File: src/rtl/wbinv_seq_pkg.sv
package wbinv_seq_pkg;
  typedef enum logic [1:0] {
    SEQ_IDLE = 2'd0,
    SEQ_SCAN = 2'd1,
    SEQ_WAIT = 2'd2
  } seq_state_e;
endpackage

File: src/rtl/wbinv_line_store.sv
module wbinv_line_store #(
  parameter int LINES  = 8,
  parameter int TAG_W  = 8,
  parameter int DATA_W = 32,
  localparam int IDX_W = $clog2(LINES)
) (
  input  logic              clk,
  input  logic              rst,
  input  logic              wr_en,
  input  logic [IDX_W-1:0]  wr_idx,
  input  logic [TAG_W-1:0]  wr_tag,
  input  logic [DATA_W-1:0] wr_data,
  input  logic              wr_dirty,
  input  logic              clr_en,
  input  logic [IDX_W-1:0]  clr_idx,
  input  logic [IDX_W-1:0]  rd_idx,
  output logic              rd_valid,
  output logic              rd_dirty,
  output logic [TAG_W-1:0]  rd_tag,
  output logic [DATA_W-1:0] rd_data,
  output logic [LINES-1:0]  valid_vec
);
  logic [TAG_W-1:0]  tag_mem  [LINES];
  logic [DATA_W-1:0] data_mem [LINES];
  logic [LINES-1:0]  valid_q, dirty_q;

  // Tag and data arrays carry no reset so they can map to RAM.
  always_ff @(posedge clk) begin
    if (wr_en) begin
      tag_mem[wr_idx]  <= wr_tag;
      data_mem[wr_idx] <= wr_data;
    end
  end

  // State bits are flops so that a single line can be cleared per cycle.
  always_ff @(posedge clk) begin
    if (rst) begin
      valid_q <= '0;
      dirty_q <= '0;
    end else if (clr_en) begin
      valid_q[clr_idx] <= 1'b0;
      dirty_q[clr_idx] <= 1'b0;
    end else if (wr_en) begin
      valid_q[wr_idx] <= 1'b1;
      dirty_q[wr_idx] <= wr_dirty;
    end
  end

  assign rd_valid  = valid_q[rd_idx];
  assign rd_dirty  = dirty_q[rd_idx];
  assign rd_tag    = tag_mem[rd_idx];
  assign rd_data   = data_mem[rd_idx];
  assign valid_vec = valid_q;

  // a write and a clear never arrive in the same cycle
  assert_no_wr_clr_clash_R10: assert property (@(posedge clk) disable iff (rst)
    !(wr_en && clr_en));
endmodule

File: src/rtl/wbinv_walker.sv
module wbinv_walker
  import wbinv_seq_pkg::*;
#(
  parameter int LINES  = 8,
  parameter int TAG_W  = 8,
  parameter int DATA_W = 32,
  localparam int IDX_W  = $clog2(LINES),
  localparam int ADDR_W = TAG_W + IDX_W
) (
  input  logic              clk,
  input  logic              rst,
  input  logic              start,
  input  logic [1:0]        cpl,
  input  logic              line_valid,
  input  logic              line_dirty,
  input  logic [TAG_W-1:0]  line_tag,
  input  logic [DATA_W-1:0] line_data,
  output logic [IDX_W-1:0]  walk_idx,
  output logic              clr_en,
  output logic              busy,
  output logic              done,
  output logic              gp_fault,
  output logic              ext_flush_req,
  output logic              mem_wr_valid,
  output logic [ADDR_W-1:0] mem_wr_addr,
  output logic [DATA_W-1:0] mem_wr_data,
  input  logic              mem_wr_ack
);
  localparam logic [IDX_W-1:0] LAST_IDX = IDX_W'(LINES - 1);

  seq_state_e st_q;
  logic       step;

  // A line is finished when it needs no write or its write was acknowledged.
  always_comb begin
    step = 1'b0;
    if (st_q == SEQ_SCAN) step = !(line_valid && line_dirty);
    if (st_q == SEQ_WAIT) step = mem_wr_ack;
  end
  assign clr_en = step;

  always_ff @(posedge clk) begin
    if (rst) begin
      st_q          <= SEQ_IDLE;
      walk_idx      <= '0;
      busy          <= 1'b0;
      done          <= 1'b0;
      gp_fault      <= 1'b0;
      ext_flush_req <= 1'b0;
      mem_wr_valid  <= 1'b0;
      mem_wr_addr   <= '0;
      mem_wr_data   <= '0;
    end else begin
      done          <= 1'b0;
      gp_fault      <= 1'b0;
      ext_flush_req <= 1'b0;
      case (st_q)
        SEQ_IDLE: if (start) begin
          if (cpl != 2'd0) begin
            gp_fault <= 1'b1;
          end else begin
            busy     <= 1'b1;
            walk_idx <= '0;
            st_q     <= SEQ_SCAN;
          end
        end
        SEQ_SCAN: if (line_valid && line_dirty) begin
          mem_wr_valid <= 1'b1;
          mem_wr_addr  <= {line_tag, walk_idx};
          mem_wr_data  <= line_data;
          st_q         <= SEQ_WAIT;
        end
        SEQ_WAIT: if (mem_wr_ack) mem_wr_valid <= 1'b0;
        default: st_q <= SEQ_IDLE;
      endcase
      if (step) begin
        if (walk_idx == LAST_IDX) begin
          st_q          <= SEQ_IDLE;
          busy          <= 1'b0;
          done          <= 1'b1;
          ext_flush_req <= 1'b1;
        end else begin
          walk_idx <= walk_idx + 1'b1;
          st_q     <= SEQ_SCAN;
        end
      end
    end
  end

  assert_wr_hold_R11: assert property (@(posedge clk) disable iff (rst)
    (mem_wr_valid && !mem_wr_ack) |=> (mem_wr_valid && $stable(mem_wr_addr) && $stable(mem_wr_data)));
  assert_ext_pulse_R7: assert property (@(posedge clk) disable iff (rst)
    ext_flush_req |=> !ext_flush_req);
  assert_fault_cause_R2: assert property (@(posedge clk) disable iff (rst)
    gp_fault |-> ($past(start) && $past(cpl) != 2'd0 && !busy));
  assert_busy_cause_R3: assert property (@(posedge clk) disable iff (rst)
    $rose(busy) |-> ($past(start) && $past(cpl) == 2'd0));
endmodule

File: src/rtl/wbinv_seq_top.sv
module wbinv_seq_top #(
  parameter int LINES  = 8,
  parameter int TAG_W  = 8,
  parameter int DATA_W = 32,
  parameter int TLB_N  = 8,
  localparam int IDX_W  = $clog2(LINES),
  localparam int ADDR_W = TAG_W + IDX_W,
  localparam int TLB_W  = $clog2(TLB_N)
) (
  input  logic              clk,
  input  logic              rst,
  input  logic              start,
  input  logic [1:0]        cpl,
  output logic              busy,
  output logic              done,
  output logic              gp_fault,
  input  logic              acc_en,
  input  logic              acc_we,
  input  logic              acc_dirty,
  input  logic [IDX_W-1:0]  acc_idx,
  input  logic [TAG_W-1:0]  acc_tag,
  input  logic [DATA_W-1:0] acc_data,
  output logic              rd_hit,
  output logic              rd_dirty,
  output logic [DATA_W-1:0] rd_data,
  input  logic              tlb_set_en,
  input  logic [TLB_W-1:0]  tlb_set_idx,
  output logic [TLB_N-1:0]  tlb_valid,
  output logic              mem_wr_valid,
  output logic [ADDR_W-1:0] mem_wr_addr,
  output logic [DATA_W-1:0] mem_wr_data,
  input  logic              mem_wr_ack,
  output logic              ext_flush_req
);
  logic              acc_ok, wr_en, clr_en;
  logic [IDX_W-1:0]  walk_idx, rd_idx;
  logic              ln_valid, ln_dirty;
  logic [TAG_W-1:0]  ln_tag;
  logic [DATA_W-1:0] ln_data;
  logic [LINES-1:0]  valid_vec;

  // Serializing: accesses are only taken while idle and no request is pending.
  assign acc_ok = acc_en && !busy && !start;
  assign wr_en  = acc_ok && acc_we;
  assign rd_idx = busy ? walk_idx : acc_idx;

  wbinv_line_store #(.LINES(LINES), .TAG_W(TAG_W), .DATA_W(DATA_W)) store_i (
    .clk(clk), .rst(rst),
    .wr_en(wr_en), .wr_idx(acc_idx), .wr_tag(acc_tag), .wr_data(acc_data), .wr_dirty(acc_dirty),
    .clr_en(clr_en), .clr_idx(walk_idx), .rd_idx(rd_idx),
    .rd_valid(ln_valid), .rd_dirty(ln_dirty), .rd_tag(ln_tag), .rd_data(ln_data),
    .valid_vec(valid_vec)
  );

  wbinv_walker #(.LINES(LINES), .TAG_W(TAG_W), .DATA_W(DATA_W)) walker_i (
    .clk(clk), .rst(rst), .start(start), .cpl(cpl),
    .line_valid(ln_valid), .line_dirty(ln_dirty), .line_tag(ln_tag), .line_data(ln_data),
    .walk_idx(walk_idx), .clr_en(clr_en),
    .busy(busy), .done(done), .gp_fault(gp_fault), .ext_flush_req(ext_flush_req),
    .mem_wr_valid(mem_wr_valid), .mem_wr_addr(mem_wr_addr), .mem_wr_data(mem_wr_data),
    .mem_wr_ack(mem_wr_ack)
  );

  always_ff @(posedge clk) begin
    if (rst) begin
      rd_hit   <= 1'b0;
      rd_dirty <= 1'b0;
      rd_data  <= '0;
    end else if (acc_ok && !acc_we) begin
      rd_hit   <= ln_valid && (ln_tag == acc_tag);
      rd_dirty <= ln_dirty;
      rd_data  <= ln_data;
    end
  end

  always_ff @(posedge clk) begin
    if (rst) tlb_valid <= '0;
    else if (tlb_set_en) tlb_valid[tlb_set_idx] <= 1'b1;
  end

  assert_all_invalid_at_done_R6: assert property (@(posedge clk) disable iff (rst)
    done |-> (valid_vec == '0));
  assert_done_with_ext_R7: assert property (@(posedge clk) disable iff (rst)
    done |-> ext_flush_req);
  assert_tlb_kept_R8: assert property (@(posedge clk) disable iff (rst)
    (busy && !$past(tlb_set_en)) |-> $stable(tlb_valid));
endmodule

File: config.mk
export PLATFORM = sky130hd
export DESIGN_NAME = wbinv_seq_top
export DESIGN_NICKNAME = d
export VERILOG_FILES = /design/src/rtl/wbinv_seq_pkg.sv /design/src/rtl/wbinv_line_store.sv /design/src/rtl/wbinv_walker.sv /design/src/rtl/wbinv_seq_top.sv
export SDC_FILE = /design/constraint.sdc
export NUM_CORES = 1
export LEC_CHECK = 0
export ABC_AREA = 1
export ABC_CLOCK_PERIOD_IN_PS = 7450
export BUFFER_PORTS_ARGS = -buffer_cell sky130_fd_sc_hd__buf_2
export CELL_PAD_IN_SITES_DETAIL_PLACEMENT = 1
export CELL_PAD_IN_SITES_GLOBAL_PLACEMENT = 1
export CORE_ASPECT_RATIO = 1.25
export CORE_MARGIN = 1
export CORE_UTILIZATION = 47
export CTS_BUF_LIST = sky130_fd_sc_hd__clkbuf_4 sky130_fd_sc_hd__clkbuf_8 sky130_fd_sc_hd__clkbuf_16
export DETAILED_ROUTE_END_ITERATION = 12
export PLACE_DENSITY_LB_ADDON = 0.05
export SLEW_MARGIN = 5
export SYNTH_ARGS = -nofsm -noshare
export SYNTH_HDL_FRONTEND = slang
export SYNTH_SLANG_ARGS = --single-unit
File: constraint.sdc
create_clock -name clk -period 7.45 [get_ports clk]
set_clock_uncertainty 0.05 [all_clocks]
set_input_delay 0.745 -clock clk [delete_from_list [all_inputs] [get_ports clk]]
set_output_delay 0.745 -clock clk [all_outputs]
set_load 0.02 [all_outputs]
==> run summary <==
• **run status** completed
• **Die ar.** 0.0367 sq mm
• **DP Wirelength** 25,100 um
• **initial detailed-routing violation count** 865
• **Slew headroom** 27.0%
• **TritonCTS clock tree** yes
• **maximum fanout along the worst path** 108
• **Pwr per Cell Area** 268 mW/mm^2
• **Hold Buf Count CTS** 0
• **TritonCTS sink count** 430
• **cell count after synthesis** 1,524
• **data required time of the critical path** 7.82 ns
• **Core Box Area** 0.0354 sq mm
• **Crit Path Class** reg -> reg
• **layout-stage area growth over the synthesis result** 14.8%
• **standby leakage power** 7.23 nW
• **number of maximum-capacitance constraint violations** 0
• **post-route ant nets** 0
• **TNS Setup** 0 ns
• **pin count of the biggest net entering global routing** 109
• **Synth Flop Type** sky130_fd_sc_hd__edfxtp_1
• **share of flip-flops with an asynchronous set or reset after synthesis** 0%
• **cts bufs inserted** 43
• **DRT Wirelength** 45,900 um
• **post-synthesis cell area** 0.0169 sq mm
• **Non-Filler Cell Area, Final** 0.0194 sq mm
• **Tightest Pin Transition** 1.09 ns
• **library cells used by synthesis** 37
• **number of pins exceeding their max-slew limit in the final report** 0
• **Post-CTS Setup Repair Bufs** 0
• **count of instances resized after the clock tree is built** 0
• **total of flip-flops plus latches after synthesis** 430
• **Critical Path End Type** flop
• **clock-pin slew on the worst setup and hold paths** 0.06 ns
• **CP arrival** 4.23 ns
• **DRC viols** 0
• **peak ir drop on the vdd network** 0.000228 V
• **library cell used as clock root buffer** sky130_fd_sc_hd__clkbuf_16
• **count of boundary I/O pins** 146
• **Top cell by count, worst path** sky130_fd_sc_hd__nor2_1
• **achievable clock frequency** 259 MHz
• **initial antenna violation count** 4
• **number of buffers added on ports** 145
• **longest individual stage delay on the worst path** 0.95 ns
• **worst hold path class** in -> reg
• **number of enable-type register cells in the synthesized netlist** 320
• **vertical extent of the die** 214 um
• **sequential element share of the synthesized area** 69.9%
• **syn_nets** 1,582
• **combined global-route utilization of all metal layers** 25.4%
• **CP Launch Type** flop
• **total global routing overflow** 0
• **mean instance size in the synthesized netlist** 11.1 sq um
• **Detailed Routing Iterations Pass 1** 4
• **final weighted congestion of routability-driven global placement** 0.773
• **cells along the critical path** nand2_4, nand2_4, buf_4, nand2_1, nand3_1, nand2_1, nand2_1, nand2_1, nor2_1, nor2_1, nand3_1, nor2_1, nor2_1, nor2_1
• **Site Rows** 77
• **wire length of the first global-routing pass** 70,500 um
• **PnR Total Power** 0.00520 W
• **number of global-route vias before repair** 12.4k
• **minimum clock period** 3.86 ns
• **fraction of final layout cells sized beyond drive strength 1** 16.0%
• **Horiz. Die Dim** 172 um
• **crit share post-route** 51.8%
• **instance area after placement** 0.0180 sq mm
• **Via-to-Cell Ratio** 5.60
• **# nets final** 1,694
• **number of warnings issued by yosys** 0
• **clk_lat worst skew** 0.55 ns
• **slowest cell on the critical path** sky130_fd_sc_hd__buf_4
• **detailed-route via count** 12.0k
• **Starting Density** 47.8%
• **unrepaired setup endpoints after global routing** false
• **final number of hold-violating endpoints** 0
• **largest delay contributor family on the critical path** simple AND/OR/NAND/NOR gates
• **Buf/Inv on CP** 1
• **setup slack after placement** 3.49 ns
• **final setup violating endpoints** 0
• **CTS H-tree lvls** 2
• **wire per inst** 21.4 um
• **setup slack of the critical path after layout** 3.59 ns
• **maximum buffer depth of the clock tree** 3
-- registers in the layout, summed over array words and instances (netlist names) --
register and flops:
store_i.data_mem 256, store_i.tag_mem 64, rd_data 32, walker_i.mem_wr_data 32, walker_i.mem_wr_addr 11, store_i.dirty_q 8, store_i.valid_vec 8, tlb_valid 8
walker_i.walk_idx 3, walker_i.st_q 2, rd_dirty 1, rd_hit 1, walker_i.busy 1, walker_i.ext_flush_req 1, walker_i.gp_fault 1, walker_i.mem_wr_valid 1
-- power by group --
group	leakage, nW	internal (W)	switching [W]
clock network	0.694	0.00125	0.000903
logic	2.76	0.000117	0.000312
registers	3.77	0.00260	0.0000182
-- cells in the final DEF (no fill, tap or decap), types with 41 or more instances in the layout --
cell type | Yosys | layout
sky130_fd_sc_hd__a21oi_1 | 41 | 41
sky130_fd_sc_hd__buf_2 | 29 | 145
sky130_fd_sc_hd__clkbuf_16 | 0 | 44
sky130_fd_sc_hd__dfxtp_1 | 110 | 110
sky130_fd_sc_hd__edfxtp_1 | 320 | 320
sky130_fd_sc_hd__nand2_1 | 220 | 220
sky130_fd_sc_hd__nand3_1 | 102 | 102
sky130_fd_sc_hd__nor2_1 | 243 | 240
sky130_fd_sc_hd__o21ai_0 | 179 | 179
sky130_fd_sc_hd__o22ai_1 | 58 | 58
-- kinds of logic after synthesis --
| family | count (synthesis) | share of synthesized area [%] |
|---|---|---|
| simple gates | 599 | 14.7 |
| flops | 430 | 69.9 |
| compound gates | 348 | 11.2 |
| buf+inv | 138 | 3.67 |
| mux | 6 | 0.370 |
| fa+ha+maj | 2 | 0.148 |
| xor+xnor | 1 | 0.0518 |
-- layer usage --
metal / vias to the layer above / global-route usage (%) / share of wire (%) / wire (um)
li1: 5642 / - / - / -
met4: 6 / 9.11 / 2.9 / 1310
met1: 6003 / 31.3 / 42 / 19100
met2: 264 / 44.7 / 51 / 23600
met5: - / 0 / 0.078 / 36
met3: 98 / 3.78 / 4.2 / 1910
-- synthesized netlist by cell type (4+ instances only) --
library cell	number	area share, %
sky130_fd_sc_hd__edfxtp_1	320	57
sky130_fd_sc_hd__nor2_1	243	5.4
sky130_fd_sc_hd__nand2_1	220	4.9
sky130_fd_sc_hd__o21ai_0	179	5.3
sky130_fd_sc_hd__dfxtp_1	110	13
sky130_fd_sc_hd__nand3_1	102	3.0
sky130_fd_sc_hd__o22ai_1	58	2.1
sky130_fd_sc_hd__clkbuf_1	51	1.1
sky130_fd_sc_hd__a21oi_1	41	1.2
sky130_fd_sc_hd__inv_1	33	0.73
sky130_fd_sc_hd__o21ai_1	31	0.92
sky130_fd_sc_hd__buf_2	29	0.86
sky130_fd_sc_hd__a31oi_1	26	0.96
sky130_fd_sc_hd__nor3_1	12	0.36
sky130_fd_sc_hd__buf_4	8	0.36
sky130_fd_sc_hd__inv_2	7	0.16
sky130_fd_sc_hd__o221ai_1	6	0.31
sky130_fd_sc_hd__nor4_1	5	0.19
sky130_fd_sc_hd__buf_6	4	0.27
sky130_fd_sc_hd__mux2i_1	4	0.24
sky130_fd_sc_hd__nand3b_1	4	0.18
-- final cells by class --
type	count	area, sq um
fillers	3788	16000
well taps	474	593
diodes	2	5.00
flip-flops and latches	430	11800
inverters	41	156
clock inverters	29	263
multi-input cells	956	4560
repair buffers	164	868
clock buffers	50	1150
-- through the flow --
step / hold WS (ns) / util [%] / cells
2_1_floorplan: 0.388 / - / 1524
3_5_place_dp: 0.404 / 50.9 / 2065
6_report: 0.381 / 54.9 / 2146
4_1_cts: 0.359 / 54.9 / 2144
5_1_grt: 0.373 / 54.9 / 2145
3_3_place_gp: 0.394 / 50.9 / 2065
-- worst paths after layout --
| path | startpoint | endpoint | slack, ns | depth (start not counted) |
|---|---|---|---|---|
| max reg2reg | walker_i.busy | rd_hit | 3.59 | 14 |
| max | walker_i.busy | rd_hit | 3.59 | 14 |
| min | cpl[0] | walker_i.gp_fault | 0.38 | 3 |
| min reg2reg | walker_i.mem_wr_data[6] | walker_i.mem_wr_data[6] | 0.41 | 2 |
-- tightest hold or removal path: stages --
cell                     delay (ns)
sky130_fd_sc_hd__buf_2         0.08
sky130_fd_sc_hd__nor2_1        0.04
sky130_fd_sc_hd__nor2_1        0.08
Power figures use the tool's default switching activity.
